[src/rtl/evt_pkg.sv]
package evt_pkg;

    // Writable configuration bit positions
    localparam int CFG_ARM    = 0;
    localparam int CFG_PER    = 1;
    localparam int CFG_SETV   = 2;
    localparam int CFG_M32    = 3;
    localparam int CFG_WBITS  = 4;

    // Writable configuration state
    typedef struct packed {
        logic mode32;
        logic setval;
        logic periodic;
        logic arm;
    } cfg_state_t;

    // Match detector state
    typedef struct packed {
        logic live;
        logic catchup;
        logic wrap_pend;
        logic glb;
        logic ev;
        logic drop;
    } match_state_t;

endpackage

[src/rtl/evt_cfg_reg.sv]
module evt_cfg_reg
    import evt_pkg::*;
#(
    parameter int CW = 64
) (
    input  logic                 clk,
    input  logic                 rst_n,
    input  logic                 wr_i,
    input  logic [CFG_WBITS-1:0] wdata_i,
    input  logic                 cmp_wr_i,
    output logic [CW-1:0]        cfg_o,
    output logic                 arm_o,
    output logic                 periodic_o,
    output logic                 setval_o,
    output logic                 mode32_o,
    output logic                 arm_rise_o,
    output logic                 arm_fall_o,
    output logic                 trunc_o
);
    localparam int HW = CW / 2;

    cfg_state_t s_d, s_q;

    always_comb begin
        s_d        = s_q;
        arm_rise_o = wr_i &&  wdata_i[CFG_ARM] && !s_q.arm;
        arm_fall_o = wr_i && !wdata_i[CFG_ARM] &&  s_q.arm;
        trunc_o    = wr_i &&  wdata_i[CFG_M32];
        if (wr_i) begin
            s_d.arm      = wdata_i[CFG_ARM];
            s_d.periodic = wdata_i[CFG_PER];
            s_d.setval   = wdata_i[CFG_SETV];
            s_d.mode32   = wdata_i[CFG_M32];
        end
        if (cmp_wr_i) begin
            s_d.setval = 1'b0;
        end
    end

    always_ff @(posedge clk) begin
        if (!rst_n) begin
            s_q <= '0;
        end else begin
            s_q <= s_d;
        end
    end

    assign arm_o      = s_q.arm;
    assign periodic_o = s_q.periodic;
    assign setval_o   = s_q.setval;
    assign mode32_o   = s_q.mode32;

    // Upper half: allowed-line flag 0x4; lower half: capabilities and writable bits
    assign cfg_o = { {(HW-3){1'b0}}, 3'b100,
                     {(HW-6){1'b0}}, 2'b11,
                     s_q.mode32, s_q.setval, s_q.periodic, s_q.arm };

    assert_setval_clear_R5: assert property (@(posedge clk) disable iff (!rst_n)
        cmp_wr_i |=> !setval_o);

    assert_arm_follow_R10: assert property (@(posedge clk) disable iff (!rst_n)
        arm_rise_o |=> arm_o);

endmodule

[src/rtl/evt_cmp_store.sv]
module evt_cmp_store #(
    parameter int CW = 64
) (
    input  logic          clk,
    input  logic          rst_n,
    input  logic          lo_wr_i,
    input  logic          hi_wr_i,
    input  logic [CW/2-1:0] wdata_i,
    input  logic          periodic_i,
    input  logic          setval_i,
    input  logic          mode32_i,
    input  logic          trunc_i,
    input  logic          reload_i,
    input  logic [CW-1:0] reload_val_i,
    output logic [CW-1:0] cmp_o,
    output logic [CW-1:0] per_o
);
    localparam int HW = CW / 2;
    localparam logic [HW-1:0] TOP_CLR = {1'b0, {(HW-1){1'b1}}};

    typedef struct packed {
        logic [CW-1:0] cmp;
        logic [CW-1:0] per;
    } store_t;

    store_t s_d, s_q;
    logic   cmp_take;

    always_comb begin
        s_d      = s_q;
        cmp_take = !periodic_i || setval_i;
        if (trunc_i) begin
            s_d.cmp[CW-1:HW]   = '0;
            s_d.per[CW-1:HW-1] = '0;
        end else if (lo_wr_i) begin
            if (cmp_take) begin
                s_d.cmp[HW-1:0] = wdata_i;
            end
            if (periodic_i) begin
                s_d.per[HW-1:0] = mode32_i ? (wdata_i & TOP_CLR) : wdata_i;
            end
        end else if (hi_wr_i) begin
            if (!mode32_i) begin
                if (cmp_take) begin
                    s_d.cmp[CW-1:HW] = wdata_i;
                end
                if (periodic_i) begin
                    s_d.per[CW-1:HW] = wdata_i & TOP_CLR;
                end
            end
        end else if (reload_i) begin
            s_d.cmp = reload_val_i;
        end
    end

    always_ff @(posedge clk) begin
        if (!rst_n) begin
            s_q.cmp <= '1;
            s_q.per <= '0;
        end else begin
            s_q <= s_d;
        end
    end

    assign cmp_o = s_q.cmp;
    assign per_o = s_q.per;

    assert_per_top_clear_R6: assert property (@(posedge clk) disable iff (!rst_n)
        per_o[CW-1] == 1'b0);

    assert_narrow_R3: assert property (@(posedge clk) disable iff (!rst_n)
        mode32_i |-> (cmp_o[CW-1:HW] == '0 && per_o[CW-1:HW-1] == '0));

    assert_cmp_hold_R7: assert property (@(posedge clk) disable iff (!rst_n)
        !(lo_wr_i || hi_wr_i || trunc_i || reload_i) |=> $stable(cmp_o));

endmodule

[src/rtl/evt_match.sv]
module evt_match
    import evt_pkg::*;
#(
    parameter int CW = 64
) (
    input  logic          clk,
    input  logic          rst_n,
    input  logic [CW-1:0] cnt_i,
    input  logic [CW-1:0] cmp_i,
    input  logic [CW-1:0] per_i,
    input  logic          glb_en_i,
    input  logic          arm_i,
    input  logic          periodic_i,
    input  logic          mode32_i,
    input  logic          arm_rise_i,
    input  logic          arm_fall_i,
    input  logic          cmp_wr_i,
    output logic          reload_o,
    output logic [CW-1:0] reload_val_o,
    output logic          match_o,
    output logic          drop_o
);
    localparam int HW = CW / 2;

    match_state_t  s_d, s_q;
    logic [CW-1:0] diff, sum, sdiff;
    logic [HW-1:0] lo_sum;
    logic          live, per_ok, hit, wrap_hit, sum_ahead;

    // Counter at or past target in signed-difference terms
    function automatic logic reached_f(input logic [CW-1:0] d, input logic m32);
        if (m32) begin
            reached_f = (d[HW-1:0] == '0) || d[HW-1];
        end else begin
            reached_f = (d == '0) || d[CW-1];
        end
    endfunction

    always_comb begin
        s_d       = s_q;
        diff      = cmp_i - cnt_i;
        live      = arm_i && glb_en_i && reached_f(diff, mode32_i);
        per_ok    = periodic_i && (per_i != '0);
        lo_sum    = cmp_i[HW-1:0] + per_i[HW-1:0];
        sum       = mode32_i ? { {HW{1'b0}}, lo_sum } : (cmp_i + per_i);
        sdiff     = sum - cnt_i;
        sum_ahead = !reached_f(sdiff, mode32_i);
        reload_o  = per_ok && live;
        hit       = per_ok ? (live && !s_q.catchup) : (live && !s_q.live);
        wrap_hit  = s_q.wrap_pend && arm_i && glb_en_i && mode32_i && !periodic_i
                    && (cnt_i[HW-1:0] == '1);

        s_d.live    = live;
        s_d.catchup = reload_o && !sum_ahead && !cmp_wr_i;
        s_d.glb     = glb_en_i;
        s_d.ev      = hit || wrap_hit;
        s_d.drop    = arm_fall_i;
        if (hit || wrap_hit) begin
            s_d.wrap_pend = 1'b0;
        end
        if (arm_rise_i || cmp_wr_i || (glb_en_i && !s_q.glb)) begin
            s_d.wrap_pend = 1'b1;
        end
    end

    always_ff @(posedge clk) begin
        if (!rst_n) begin
            s_q <= '0;
        end else begin
            s_q <= s_d;
        end
    end

    assign reload_val_o = sum;
    assign match_o      = s_q.ev;
    assign drop_o       = s_q.drop;

    assert_gate_R11: assert property (@(posedge clk) disable iff (!rst_n)
        (!arm_i || !glb_en_i) |=> !match_o);

    assert_drop_on_disarm_R10: assert property (@(posedge clk) disable iff (!rst_n)
        $fell(arm_i) |-> drop_o);

    assert_catchup_quiet_R8: assert property (@(posedge clk) disable iff (!rst_n)
        (s_q.catchup && per_ok) |=> !match_o);

endmodule

[src/rtl/evt_cmp_channel.sv]
module evt_cmp_channel
    import evt_pkg::*;
#(
    parameter int CNT_W = 64
) (
    input  logic               clk,
    input  logic               rst_n,
    input  logic [CNT_W-1:0]   cnt_i,
    input  logic               glb_en_i,
    input  logic               cfg_wr_i,
    input  logic               cmp_lo_wr_i,
    input  logic               cmp_hi_wr_i,
    input  logic [CNT_W/2-1:0] wdata_i,
    output logic [CNT_W-1:0]   cfg_o,
    output logic [CNT_W-1:0]   cmp_o,
    output logic               match_o,
    output logic               drop_o
);
    logic             cmp_wr;
    logic             arm, periodic, setval, mode32;
    logic             arm_rise, arm_fall, trunc;
    logic             reload;
    logic [CNT_W-1:0] reload_val, per;

    assign cmp_wr = cmp_lo_wr_i || cmp_hi_wr_i;

    evt_cfg_reg #(.CW(CNT_W)) u_cfg (
        .clk        (clk),
        .rst_n      (rst_n),
        .wr_i       (cfg_wr_i),
        .wdata_i    (wdata_i[CFG_WBITS-1:0]),
        .cmp_wr_i   (cmp_wr),
        .cfg_o      (cfg_o),
        .arm_o      (arm),
        .periodic_o (periodic),
        .setval_o   (setval),
        .mode32_o   (mode32),
        .arm_rise_o (arm_rise),
        .arm_fall_o (arm_fall),
        .trunc_o    (trunc)
    );

    evt_cmp_store #(.CW(CNT_W)) u_store (
        .clk          (clk),
        .rst_n        (rst_n),
        .lo_wr_i      (cmp_lo_wr_i),
        .hi_wr_i      (cmp_hi_wr_i),
        .wdata_i      (wdata_i),
        .periodic_i   (periodic),
        .setval_i     (setval),
        .mode32_i     (mode32),
        .trunc_i      (trunc),
        .reload_i     (reload),
        .reload_val_i (reload_val),
        .cmp_o        (cmp_o),
        .per_o        (per)
    );

    evt_match #(.CW(CNT_W)) u_match (
        .clk          (clk),
        .rst_n        (rst_n),
        .cnt_i        (cnt_i),
        .cmp_i        (cmp_o),
        .per_i        (per),
        .glb_en_i     (glb_en_i),
        .arm_i        (arm),
        .periodic_i   (periodic),
        .mode32_i     (mode32),
        .arm_rise_i   (arm_rise),
        .arm_fall_i   (arm_fall),
        .cmp_wr_i     (cmp_wr),
        .reload_o     (reload),
        .reload_val_o (reload_val),
        .match_o      (match_o),
        .drop_o       (drop_o)
    );

endmodule

[config.mk]
export PLATFORM = sky130hd
export DESIGN_NAME = evt_cmp_channel
export DESIGN_NICKNAME = d
export VERILOG_FILES = /design/src/rtl/evt_pkg.sv /design/src/rtl/evt_cfg_reg.sv /design/src/rtl/evt_cmp_store.sv /design/src/rtl/evt_match.sv /design/src/rtl/evt_cmp_channel.sv
export SDC_FILE = /design/constraint.sdc
export NUM_CORES = 1
export LEC_CHECK = 0
export ABC_AREA = 1
export BUFFER_PORTS_ARGS = -buffer_cell sky130_fd_sc_hd__buf_4
export CAP_MARGIN = 20
export CORE_MARGIN = 2
export CORE_UTILIZATION = 25
export DETAILED_ROUTE_END_ITERATION = 7
export HOLD_SLACK_MARGIN = 0.15
export PLACE_DENSITY = 0.47
export SLEW_MARGIN = 0
export SYNTH_ARGS = -nofsm -noshare
export SYNTH_HDL_FRONTEND = slang
export SYNTH_HIERARCHICAL = 1
export SYNTH_SLANG_ARGS = --single-unit
[constraint.sdc]
create_clock -name clk -period 4.1 [get_ports clk]
set_input_delay 0.82 -clock clk [delete_from_list [all_inputs] [get_ports clk]]
set_output_delay 0.82 -clock clk [all_outputs]
set_load 0.1 [all_outputs]
==> impl_results.md <==
* Netlist cell types at 64
* Clk root buf: clkbuf_16
* Hold Buf Count CTS at 0
* Register area share after synthesis at 12.5%
* Row Count at approximately 110
* Post-synthesis cell area at around 22000 sq um
* Worst Hold Depth at 2
* Final Setup Violations at 1
* Routed WL per cell at approximately 19 um
* Commonest non-fill, non-tap cell in the layout: buf_4
* Mux cell area share after synthesis at less than 1%
* Async S/R FF share, synth at 0%
* Antenna viol nets, final at 0
* Ant. Diodes at 0
* Iteration-0 DRC Markers at around 2300
* Worst path arrival time at 5140 ps
* CP endpoint kind: flip-flop
* Post-DP HPWL at between 100 and 150 mm
* Vias in the first global route at about 28000
* Die Y at around 300 um
* Mapped Cells at approximately 4000
* Area delta synth->final at 51.4%
* Post-DR vias/cell at 4.64
* Endpoint, Worst Hold: u_cfg/setval_o$_SDFFE_PP0P_
* I/O Buffers at approximately 170
* Final hold violation count at 0
* CTS tree: built
* Clock Path Buffers at 2
* Die ar. at ~90000 sq um
* Hold Path Class: reg -> reg
* Cts bufs inserted at 17
* RR Startpoint: u_store/cmp_o[0]$_SDFFE_PN1P_
* Maximum number of pins on one net before global-route repair at between 40 and 50
* Synth Register Bits at around 140
* Slew at the pin closest to its max-slew limit at 1000 ps
* Power Total at roughly 13 mW
* Hold Crit Start: u_cfg/setval_o$_SDFFE_PP0P_
* Fin. max-slew vios at 0
* Pwr Density at 392 nW/um^2
* WL final at about 120 mm
* Die X at 300 um
* Vias at about 30000
* Unrepaired setup endpoints after global routing: true
* Slowest-stage cell, CP: dfxtp_4
* Overall Global Routing Usage at roughly a quarter
* Syn. warnings at 6
* Worst setup margin at -641 ps
* Layout cells sized above 1 at 29.4%
* CP Max Fanout at 4
* Synth Area in Compound Gates at around 15%
* Worst Reg-to-Reg Cells at 33
* Synth Area per Inst at approximately 5.4 sq um
* Outcome: finished with violations
* Pre-CTS WS at -927 ps
* Post-Synth Simple-Gate Area at between 40% and 50%
* Max IR drop VDD at 0.314 mV
* Setup slack, reg-to-reg at -640 ps
* Failing checks: setup timing
* Skew final at between 15 and 20 ps
* Layout net count at 5452
* Req. time, crit path at between 4000 and 5000 ps
* Reg clk slew, reported paths at roughly 70 ps
* Reg-to-Reg End: u_match/s_q[4]$_SDFF_PN0_
* H-tree Lvls at 4
* Antenna violations before repair at 0
* Startpoint types: flip-flop
* Number of synthesized flops with an enable pin at 0
* Insertion delay to the later sink of the worst-skew pair at approximately 460 ps
* # IOs at between 200 and 250
* Pre-Repair DR Iteration Count at 6
* Max-cap violations at 0
* DRC at 0
* Commonest cells after routing, fill and taps aside: 1169 x buf_4, 1140 x nand2_1, 676 x inv_1, 494 x nor2_1, 284 x nand3_1
* Maximum clock frequency at ~0.21 GHz
* Critical Path Max Stage Delay at between 300 and 400 ps
* Starting Density at 25.3%
* Core area at 86900 sq um
* Predominant post-synthesis flop cell: dfxtp_1
* Worst setup path category: reg -> reg
* Sink Count at 137
* RD Place Congestion at around 0.96
* Largest family of logic cells by synthesized area: simple AND/OR/NAND/NOR gates
* Static Leak at 18.5 nW
* Synthesized-area fraction occupied by adder cells at 11.0%
* Relative slew margins at around a third
* First-pass GRT wire length at between 150 and 200 mm
* Minimum clock period at approximately 4700 ps
* GRT overflow at 0
* Fin crit share at 116%
* Post-synthesis xor/xnor area fraction at ~3.7%
state kept, by name, summed over array words and instances, names as in the netlist:
register          count
u_cfg/periodic_o      1
u_cfg/arm_o           1
u_store/per_o        63
u_match/drop_o        1
u_match/match_o       1
u_match/s_q           4
u_cfg/setval_o        1
u_store/cmp_o        64
u_cfg/mode32_o        1
Yosys cell counts (all sizes together) (4+ instances only):
cell type / n / area (sq um)
o21a: 22 / 165
o211ai: 10 / 75.1
xnor2: 31 / 272
a21o: 13 / 97.6
o21ai: 186 / 938
a31oi: 40 / 256
nor3b: 4 / 35.0
buf: 98 / 653
nand4: 52 / 325
xor2: 62 / 551
a21boi: 8 / 67.6
o21bai: 20 / 158
and2: 8 / 51.3
nand3: 299 / 1540
nand3b: 19 / 180
dfxtp: 137 / 2740
ha: 189 / 2360
clkbuf: 31 / 118
nand2: 1195 / 4580
and3: 4 / 25.0
a21oi: 257 / 1310
or2: 4 / 25.0
nor4: 29 / 181
nor2: 548 / 2150
nor3: 48 / 265
inv: 692 / 2600
routing by layer:
| metal | vias to the layer above | global-route usage (%) | share of wire (%) |
|---|---|---|---|
| met1 | 13396 | 34.6 | 47 |
| met2 | 848 | 41.9 | 46 |
| met5 | - | 0 | 0 |
| li1 | 14996 | - | - |
| met4 | 0 | 7.32 | 3.0 |
| met3 | 108 | 1.84 | 4.9 |
how the worst max path moves through the flow:
stage | from | slack [ps] | end | depth (start not counted)
final | u_store/cmp_o[0]$_SDFFE_PN1P_ | -640 | u_match/s_q[4]$_SDFF_PN0_ | 33
after global routing | u_store/cmp_o[0]$_SDFFE_PN1P_ | -910 | u_match/s_q[4]$_SDFF_PN0_ | 33
after CTS | u_store/cmp_o[0]$_SDFFE_PN1P_ | -550 | u_match/s_q[4]$_SDFF_PN0_ | 27
after detailed placement | u_store/per_o[7]$_SDFFE_PN0P_ | -930 | u_match/s_q[4]$_SDFF_PN0_ | 29
after global placement | u_store/cmp_o[0]$_SDFFE_PN1P_ | -940 | u_match/s_q[4]$_SDFF_PN0_ | 31
after floorplan | u_store/cmp_o[0]$_SDFFE_PN1P_ | -120 | u_match/s_q[4]$_SDFF_PN0_ | 31
final cells by class:
type	instances	area [sq um]
sequential	137	2830
clock buffer	23	490
timing repair buffer	1177	8930
inverter	693	2600
clock inverter	9	66.3
fill	9722	53600
multi-input combinational	3132	16900
tap	1155	1450
logic make-up after synthesis:
kind of cell               count (synthesis)
and+or+nand+nor                         2212
buffers and inverters                    822
AOI/OAI and AO/OA                        573
adders and majority gates                192
DFF                                      137
xor gates and xnor gates                  93
other                                      3
muxes                                      1
timing repair:
action | in CTS | in global routing
endpoints found under the setup margin | 65 | 65
pin swaps | 29 | 31
buffers inserted | 11 | 4
resized for setup | 105 | 87
hold endpoints to repair | 0 | 0
gates cloned | 0 | 3
power by group:
| group | total (mW) | internal, mW | switching [mW] | leakage, nW |
|---|---|---|---|---|
| registers | 1.52 | 1.43 | 0.0840 | 1.12 |
| logic | 9.98 | 4.19 | 5.79 | 17.1 |
| clock network | 1.54 | 0.846 | 0.691 | 0.260 |
worst max-delay path, delay by kind of cell (launching register included):
family	cells	cell delay (ps)
buf+inv	5	570
flops	1	350
fa+ha+maj	3	780
compound gates	12	1760
simple gates	13	1220
through the flow:
stage | std cells | hold WS, ps | area, sq um | setup TNS (ps) | utilization [%]
2_1_floorplan | 4091 | 447 | 22300 | -120 | -
3_3_place_gp | 6276 | 476 | 31800 | -32840 | 36.5
3_5_place_dp | 6276 | 482 | 31800 | -33900 | 36.5
4_1_cts | 6319 | 494 | 32800 | -549 | 37.7
5_1_grt | 6326 | 529 | 33300 | -8150 | 38.3
6_report | 6326 | 493 | 33300 | -641 | 38.3
Power figures use the tool's default switching activity.
